`src/rtl/fp8u_blend_pkg.sv`:
```
package fp8u_blend_pkg;
    localparam int LANE_W  = 16;
    localparam int EXP_W   = 4;
    localparam int FRC_W   = 4;
    localparam int BIAS    = 7;

    localparam int CODE_W  = EXP_W + FRC_W;
    localparam int MANT_W  = FRC_W + 1;
    localparam int SHF_MAX = (1 << EXP_W) - 2;
    localparam int SHF_W   = $clog2(SHF_MAX + 1);
    localparam int PSH_W   = $clog2(2 * SHF_MAX + 1);
    localparam int PROD_W  = 2 * MANT_W + 2 * SHF_MAX;
    localparam int SUM_W   = PROD_W + 1;
    localparam int POS_W   = $clog2(SUM_W);
    // operand value = mant * 2^shf * 2^-UNIT_SH
    localparam int UNIT_SH = BIAS - 1 + FRC_W;
    // sums with leading one below LOW_P sit on the finest output grid
    localparam int LOW_P   = UNIT_SH + FRC_W;

    localparam logic [CODE_W-1:0] CODE_MAX = '1;
    // smallest exact sum that rounds past the largest code
    localparam longint SAT_SUM  = longint'(2 * ((1 << MANT_W) - 1) + 1) << (SHF_MAX + UNIT_SH - 1);
    // half of the smallest subnormal step, in product units
    localparam longint HALF_LSB = longint'(1) << (UNIT_SH - 1);

    typedef struct packed {
        logic [MANT_W-1:0] mant;
        logic [SHF_W-1:0]  shf;
    } opnd_t;
endpackage

```
`src/rtl/fp8u_lane_decode.sv`:
```
module fp8u_lane_decode
    import fp8u_blend_pkg::*;
(
    input  logic [LANE_W-1:0] lane,
    output opnd_t             opnd
);
    logic [CODE_W-1:0] code;
    logic [EXP_W-1:0]  ex;
    logic [FRC_W-1:0]  fr;

    always_comb begin
        // clamp the fixed-point lane into code range
        if (lane[LANE_W-1])
            code = '0;
        else if (|lane[LANE_W-2:CODE_W])
            code = CODE_MAX;
        else
            code = lane[CODE_W-1:0];
        ex = code[CODE_W-1:FRC_W];
        fr = code[FRC_W-1:0];
        if (ex == '0) begin
            opnd.mant = {1'b0, fr};
            opnd.shf  = '0;
        end else begin
            opnd.mant = {1'b1, fr};
            opnd.shf  = SHF_W'(ex - 1'b1);
        end
    end
endmodule

```
`src/rtl/fp8u_mul_stage.sv`:
```
module fp8u_mul_stage
    import fp8u_blend_pkg::*;
(
    input  logic              clk,
    input  logic              rst,
    input  opnd_t             opa,
    input  opnd_t             opb,
    output logic [PROD_W-1:0] prod
);
    logic [2*MANT_W-1:0] mm;
    logic [PSH_W-1:0]    sh;

    always_comb begin
        mm = (2*MANT_W)'(opa.mant) * (2*MANT_W)'(opb.mant);
        sh = PSH_W'(opa.shf) + PSH_W'(opb.shf);
    end

    always_ff @(posedge clk) begin
        if (rst)
            prod <= '0;
        else
            prod <= PROD_W'(mm) << sh;
    end
endmodule

```
`src/rtl/fp8u_round_encode.sv`:
```
module fp8u_round_encode
    import fp8u_blend_pkg::*;
(
    input  logic [SUM_W-1:0]  sum,
    output logic [CODE_W-1:0] code
);
    logic [POS_W-1:0] lead;
    logic [POS_W-1:0] sh;
    logic [SUM_W-1:0] q;
    logic [SUM_W-1:0] rem;
    logic [SUM_W-1:0] half;
    logic [SUM_W-1:0] n;
    logic [SUM_W-1:0] raw;
    logic             up;

    always_comb begin
        lead = '0;
        for (int i = 0; i < SUM_W; i++)
            if (sum[i]) lead = POS_W'(i);
        // grid step for the binade holding the leading one
        sh   = (lead < POS_W'(LOW_P)) ? POS_W'(UNIT_SH) : lead - POS_W'(FRC_W);
        q    = sum >> sh;
        rem  = sum & ((SUM_W'(1) << sh) - SUM_W'(1));
        half = SUM_W'(1) << (sh - POS_W'(1));
        up   = (rem > half) || ((rem == half) && q[0]);
        n    = q + SUM_W'(up);
        // a carry out of the fraction moves naturally into the exponent
        if (lead < POS_W'(LOW_P))
            raw = n;
        else
            raw = (SUM_W'(lead - POS_W'(LOW_P - 1)) << FRC_W) + n - SUM_W'(1 << FRC_W);
        code = (raw > SUM_W'(CODE_MAX)) ? CODE_MAX : raw[CODE_W-1:0];
    end
endmodule

```
`src/rtl/fp8u_blend_mac.sv`:
```
module fp8u_blend_mac
    import fp8u_blend_pkg::*;
(
    input  logic              clk,
    input  logic              rst,
    input  logic              in_valid,
    input  logic [LANE_W-1:0] src_val,
    input  logic [LANE_W-1:0] src_fac,
    input  logic [LANE_W-1:0] dst_val,
    input  logic [LANE_W-1:0] dst_fac,
    output logic              out_valid,
    output logic [LANE_W-1:0] out_word
);
    localparam int N_OPND = 4;
    localparam int N_PROD = N_OPND / 2;

    logic [LANE_W-1:0] lanes [N_OPND];
    opnd_t             dec   [N_OPND];
    opnd_t             opq   [N_OPND];
    logic [PROD_W-1:0] prod  [N_PROD];
    logic [SUM_W-1:0]  sum;
    logic [CODE_W-1:0] code;
    logic              v1, v2;

    always_comb begin
        lanes[0] = src_val;
        lanes[1] = src_fac;
        lanes[2] = dst_val;
        lanes[3] = dst_fac;
    end

    // stage 1: clamp, decode and capture operands
    for (genvar g = 0; g < N_OPND; g++) begin : g_dec
        fp8u_lane_decode i_dec (.lane(lanes[g]), .opnd(dec[g]));
        always_ff @(posedge clk) begin
            if (rst) opq[g] <= '0;
            else     opq[g] <= dec[g];
        end
    end

    // stage 2: registered products
    for (genvar p = 0; p < N_PROD; p++) begin : g_mul
        fp8u_mul_stage i_mul (
            .clk (clk),
            .rst (rst),
            .opa (opq[2*p]),
            .opb (opq[2*p+1]),
            .prod(prod[p])
        );
    end

    // stage 3: exact sum, round and encode
    assign sum = SUM_W'(prod[0]) + SUM_W'(prod[1]);

    fp8u_round_encode i_enc (.sum(sum), .code(code));

    always_ff @(posedge clk) begin
        if (rst) begin
            v1        <= 1'b0;
            v2        <= 1'b0;
            out_valid <= 1'b0;
            out_word  <= '0;
        end else begin
            v1        <= in_valid;
            v2        <= v1;
            out_valid <= v2;
            out_word  <= LANE_W'(code);
        end
    end


    valid_s1_chk: assert property (@(posedge clk) disable iff (rst)
        1'b1 |=> (v1 == $past(in_valid)));

    valid_s2_chk: assert property (@(posedge clk) disable iff (rst)
        1'b1 |=> (v2 == $past(v1)));

    valid_out_chk: assert property (@(posedge clk) disable iff (rst)
        1'b1 |=> (out_valid == $past(v2)));

    neg_lane_chk: assert property (@(posedge clk) disable iff (rst)
        src_val[LANE_W-1] |=> (opq[0] == '0));

    big_lane_chk: assert property (@(posedge clk) disable iff (rst)
        (!src_fac[LANE_W-1] && (|src_fac[LANE_W-2:CODE_W]))
        |=> (opq[1].mant == '1 && opq[1].shf == SHF_W'(SHF_MAX)));

    sat_out_chk: assert property (@(posedge clk) disable iff (rst)
        (64'(sum) >= SAT_SUM) |=> (out_word[CODE_W-1:0] == CODE_MAX));

    tiny_out_chk: assert property (@(posedge clk) disable iff (rst)
        (64'(sum) <= HALF_LSB) |=> (out_word == '0));
endmodule

```
`config.mk`:
```
export PLATFORM = sky130hd
export DESIGN_NAME = fp8u_blend_mac
export DESIGN_NICKNAME = d
export VERILOG_FILES = /design/src/rtl/fp8u_blend_pkg.sv /design/src/rtl/fp8u_lane_decode.sv /design/src/rtl/fp8u_mul_stage.sv /design/src/rtl/fp8u_round_encode.sv /design/src/rtl/fp8u_blend_mac.sv
export SDC_FILE = /design/constraint.sdc
export NUM_CORES = 1
export LEC_CHECK = 0
export BUFFER_PORTS_ARGS = -buffer_cell sky130_fd_sc_hd__buf_2
export CORE_MARGIN = 2
export CORE_UTILIZATION = 35
export DETAILED_ROUTE_END_ITERATION = 10
export GPL_TIMING_DRIVEN = 0
export PLACE_DENSITY = 0.6
export SLEW_MARGIN = 10
export SYNTH_ARGS = -nofsm -noshare
export SYNTH_HDL_FRONTEND = slang
export SYNTH_HIERARCHICAL = 1
export SYNTH_SLANG_ARGS = --single-unit
```
`constraint.sdc`:
```
create_clock -name clk -period 20.1 [get_ports clk]
set_input_delay 2.01 -clock clk [delete_from_list [all_inputs] [get_ports clk]]
set_output_delay 2.01 -clock clk [all_outputs]
set_load 0.03 [all_outputs]
```
==> results of run 1 <==
## sequential cells by signal, indices dropped and copies added, names as in the netlist
| signal | count |
|---|---|
| g_mul.i_mul/prod | 76 |
| opq | 36 |
| out_valid | 1 |
| out_word | 8 |
| v1 | 1 |
| v2 | 1 |
## through the flow
stage          instances  cell area [sq um]  utilization (%)  hold WS, ns  worst slack [ns]
3_3_place_gp        3234              19800             37.8        0.426              3.07
5_1_grt             3267              20400             39.0        0.463              1.66
2_1_floorplan       2475              18600                -        0.414              7.13
3_5_place_dp        3235              19900             37.8        0.441              3.07
4_1_cts             3267              20400             39.0        0.457              3.01
6_report            3269              20400             39.0        0.456              2.73
## final timing paths
check,cells after the start,slack (ns),endpoint
min,1,0.46,v2
min reg2reg,1,0.46,v2
max,67,2.73,out_word[0]
max reg2reg,67,2.73,out_word[0]
## final cells by class
| cell class | instances | area [sq um] |
|---|---|---|
| Clock buffer | 17 | 425 |
| Inverter | 154 | 578 |
| Tap cell | 688 | 861 |
| Buffer | 131 | 671 |
| Clock inverter | 15 | 153 |
| Timing Repair Buffer | 72 | 363 |
| Antenna cell | 2 | 5.00 |
| Sequential cell | 123 | 2460 |
| Fill cell | 5519 | 32000 |
| Multi-Input combinational cell | 2067 | 14900 |
## worst max-delay path, delay by kind of cell, from the launching register on
kind,cells,cell delay [ns]
adder cells (fa/ha/maj),9,2.76
buffers and inverters,8,1.89
XOR/XNOR,3,0.48
AO/OA/AOI/OAI,25,6.72
AND/OR/NAND/NOR,21,4.83
flip-flops,1,0.40
multiplexers,1,0.13
## logic make-up after synthesis
group                    count (synthesis)  synth area share [%]
buffers and inverters                  285                  6.73
AO/OA/AOI/OAI                          778                  29.8
multiplexers                            43                  3.08
adder cells (fa/ha/maj)                216                  15.5
XOR/XNOR                                93                  4.53
AND/OR/NAND/NOR                        918                  27.1
other                                    2                0.0405
flip-flops                             123                  13.3
## metal layers
metal	track usage, %	up-vias
li1	-	9321
met1	33.7	9520
met2	45.9	820
met3	3.73	181
met4	12.8	0
met5	0	-
## cells in the final DEF (no fill, tap or decap), types with 13 or more instances in the layout
cell and instances:
a211oi_1 41, a21o_1 55, a21oi_1 184, a31oi_1 35
and2_1 59, and3_1 21, buf_2 101, buf_4 16
clkbuf_1 69, clkbuf_16 17, conb_1 19, dfxtp_1 123
fa_1 22, ha_1 194, inv_1 147, mux2i_1 23
nand2_1 198, nand2b_1 37, nand3_1 86, nand4_1 37
nor2_1 202, nor2b_1 70, nor3_1 53, nor3b_1 13
nor4_1 23, o2111ai_1 15, o211ai_1 35, o21a_1 28
o21ai_0 116, o21ai_1 20, o22ai_1 23, o31ai_1 20
or2_2 13, xnor2_1 53, xor2_1 36
==> impl_metrics.tcl, run 1 <==
set metrics [dict create \
    dieArea_sq_um 54900 \
    antenna_found_initial 1 \
    dr_total_vias 19800 \
    slew_headroom_pct 5.79 \
    synth_area_sq_um 18500 \
    synthMostInstantiatedCell "nor2_1" \
    synth_edf_count 0 \
    seq_area_frac_synth_pct 13.3 \
    fin_tns_setup_ns 0 \
    ys.flop_type "dfxtp_1" \
    crit_fanout 10 \
    post_cts_buffers 0 \
    period_share_pct 86.4 \
    top_layer "met4" \
    clock_sinks 123 \
    start_util_pct 35.4 \
    root_buffer "clkbuf_16" \
    ant_nets 0 \
    worstSkewPairLatency_ns 0.42 \
    die_x_microns 234 \
    gp_congestion 1.02 \
    fp-row-count 84 \
    endpoint_kind "flip-flop" \
    ys_warn_count 6 \
    crit_type "flip-flop to flip-flop" \
    startpoint_type "flip-flop" \
    worst_pin_slew_ns 1.40 \
    area_growth_pct 10.2 \
    cts_resized 0 \
    hold_buffers 0 \
    timing.fmax_mhz 57.6 \
    worstHoldPathType "flip-flop to flip-flop" \
    grt_pass1_vias 18800 \
    grt_start_max_net_pins 29 \
    fin_crit_ns 17.37 \
    final_layout_size_suffix_gt1_share_pct 12.7 \
    dr.pass1.iters 8 \
    synth_common_cells "nor2_1, nand2_1, ha_1" \
    hold_viol_final 0 \
    async_reset_ff_share_pct 0 \
    startpoint "g_mul[0].i_mul/prod[0]" \
    numCtsBuffers 17 \
    gr-total-overflow 0 \
    worstHoldStart "v1" \
    drc_errors 0 \
    wl_met3_microns 4870 \
    cts_tree "built" \
    synth_area_per_cell_sq_um 7.55 \
    clk_pin_slew_ns 0.06 \
    rr_startpoint "g_mul[0].i_mul/prod[0]" \
    routed_wl_microns 75100 \
    finClkSkew_ns 0.00665 \
    drv_slew 0 \
    nets 2849 \
    synthCells 2458 \
    synth_cell_type_count 135 \
    rsz0062_at_grt "false" \
    drtIter0Drc 1870 \
    cp_slowest_stage_delay_ns 0.90 \
    cp.arrival_ns 17.64 \
    synth.area.top_cells "dfxtp_1, ha_1, a21oi_1" \
    worstPathRequired_ns 20.37 \
    ys_seq_elements 123 \
    viasPerCell 6.07 \
    drv_cap 0 \
    clock_path_buffers 2 \
    wl_met1_microns 31400 \
    grt_first_pass_wirelength_microns 113000 \
    core_sq_um 52400 \
    die_h_microns 234 \
    h-tree-depth 4 \
    run_status "finished, final reports clean" \
    crit_top_cell "ha_1" \
    setup_viol 0 \
    yosys.area.top_type_share_pct 13.3 \
    routedWlPerCell_microns 23.0 \
    ios 84 \
    synth_top_cell_by_area "dfxtp_1" \
    critPathSlowestCell "a2111oi_1" \
    wl_met2_microns 35300 \
    grt_usage_pct 27.1 \
    port_buffers 71 \
    dpl.hpwl_microns 61000 \
]
Power of run 1 is left out: the tool's default activity adds up to more than one toggle a clock period on the data nets, which glitch-free logic cannot reach.
==> run 2: changes to the inputs <==
--- a/config.mk
+++ b/config.mk
@@ -11,6 +11,7 @@
 export DETAILED_ROUTE_END_ITERATION = 10
 export GPL_TIMING_DRIVEN = 0
 export PLACE_DENSITY = 0.6
+export RECOVER_POWER = 100
 export SLEW_MARGIN = 10
 export SYNTH_ARGS = -nofsm -noshare
 export SYNTH_HDL_FRONTEND = slang
==> run 2 against run 1 <==
- routed wire length rose by 0.10%
- via count rose by 0.23%
- critical path depth did not move
- sequential cell count did not move
- sequential share of layout area rose by 0.11 points
- largest cell class unchanged
==> impl_metrics.tcl, run 2 (synthesized netlist as in run 1, its figures left out) <==
set metrics [dict create \
    routedWlPerCell_microns 23.0 \
    final_common_cell "nor2_1" \
    crit_type "flip-flop to flip-flop" \
    dieArea_sq_um 54900 \
    run_status "finished, final reports clean" \
    startpoint_type "flip-flop" \
    grt_first_pass_wirelength_microns 113000 \
    cp.arrival_ns 18.34 \
    clk_pin_slew_ns 0.06 \
    viasPerCell 6.08 \
    start_util_pct 35.4 \
    post_cts_buffers 0 \
    grt_usage_pct 27.1 \
    worstSkewPairLatency_ns 0.42 \
    routed_wl_microns 75200 \
    reg_top3 "g_mul.i_mul/prod (76), opq (36), out_word (8)" \
    dpl.hpwl_microns 61000 \
    cp_slowest_stage_delay_ns 1.14 \
    worstPathRequired_ns 20.37 \
    rsz0062_at_grt "false" \
    cts_resized 0 \
    largest_reg_flops 76 \
    fp-row-count 84 \
    dr.pass1.iters 6 \
    worstHoldPathType "flip-flop to flip-flop" \
    ios 84 \
    crit_fanout 10 \
    gp_congestion 1.02 \
    largest-register "g_mul.i_mul/prod" \
    finClkSkew_ns 0.00634 \
    path_buf_inv 8 \
    h-tree-depth 4 \
    port_buffers 71 \
    period_share_pct 89.9 \
    core_sq_um 52400 \
    fin_crit_ns 18.08 \
    holdWs_ns 0.452 \
    fin_tns_setup_ns 0 \
    clock_sinks 123 \
    drtIter0Drc 1766 \
    crit_top_cell "ha_1" \
    hold_viol_final 0 \
    antenna_found_initial 1 \
    slew_headroom_pct 6.09 \
    critPathSlowestCell "a2111oi_0" \
    clock_path_buffers 2 \
    die_x_microns 234 \
    timing.fmax_mhz 55.3 \
    numCtsBuffers 17 \
    setup_viol 0 \
    worst_pin_slew_ns 1.40 \
    gr-total-overflow 0 \
    dr_total_vias 19900 \
    area_growth_pct 9.17 \
    grt_start_max_net_pins 29 \
    cts_tree "built" \
    ant_nets 0 \
    crit_family "compound AO/OA/AOI/OAI gates" \
    root_buffer "clkbuf_16" \
    layout_common_cells "nor2_1, nand2_1, ha_1" \
    die_h_microns 234 \
    final_util_pct 38.6 \
    drv_slew 0 \
    hold_buffers 0 \
    final_layout_size_suffix_gt1_share_pct 11.3 \
    endpoint_kind "flip-flop" \
    grt_pass1_vias 18800 \
    drv_cap 0 \
    drc_errors 0 \
    nets 2849 \
]
run 2: worst reg2reg max path: cells and delay by family (launching register included):
family                     cells  cell delay, ns
AOI/OAI and AO/OA             25            7.23
xor gates and xnor gates       3            0.48
adders and majority gates      9            2.78
buffers and inverters          8            1.90
DFF                            1            0.41
muxes                          1            0.14
and+or+nand+nor               21            5.01
run 2: metrics by stage:
step                std cells  worst slack [ns]  area [sq um]
floorplan                2475              7.13         18600
global placement         3234              3.07         19800
detailed placement       3235              3.07         19900
CTS                      3267              3.01         20400
global route             3267             0.851         20200
finish                   3270              2.02         20200
run 2: routing by layer:
layer | vias up | wire length (microns) | GRT usage (%)
li1 | 9314 | - | -
met1 | 9549 | 31400 | 33.7
met2 | 832 | 35100 | 45.9
met3 | 192 | 4960 | 3.73
met4 | 0 | 3760 | 12.8
met5 | - | 0 | 0
run 2: worst paths after layout:
check | from | endpoint | cells past startpoint | slack [ns]
setup reg to reg | g_mul[0].i_mul/prod[0] | out_word[0] | 67 | 2.02
hold / removal | v1 | v2 | 1 | 0.45
setup / recovery | g_mul[0].i_mul/prod[0] | out_word[0] | 67 | 2.02
hold reg to reg | v1 | v2 | 1 | 0.45
run 2: area by class of cell:
cell class	count	area, sq um
well taps	688	861
clock inverters	15	153
fillers	5553	32200
plain buffers	131	663
diodes	3	7.51
clock buffers	17	425
inverters	154	578
flip-flops and latches	123	2460
repair buffers	72	350
multi-input cells	2067	14700
Power of run 2 is left out for the same reason.
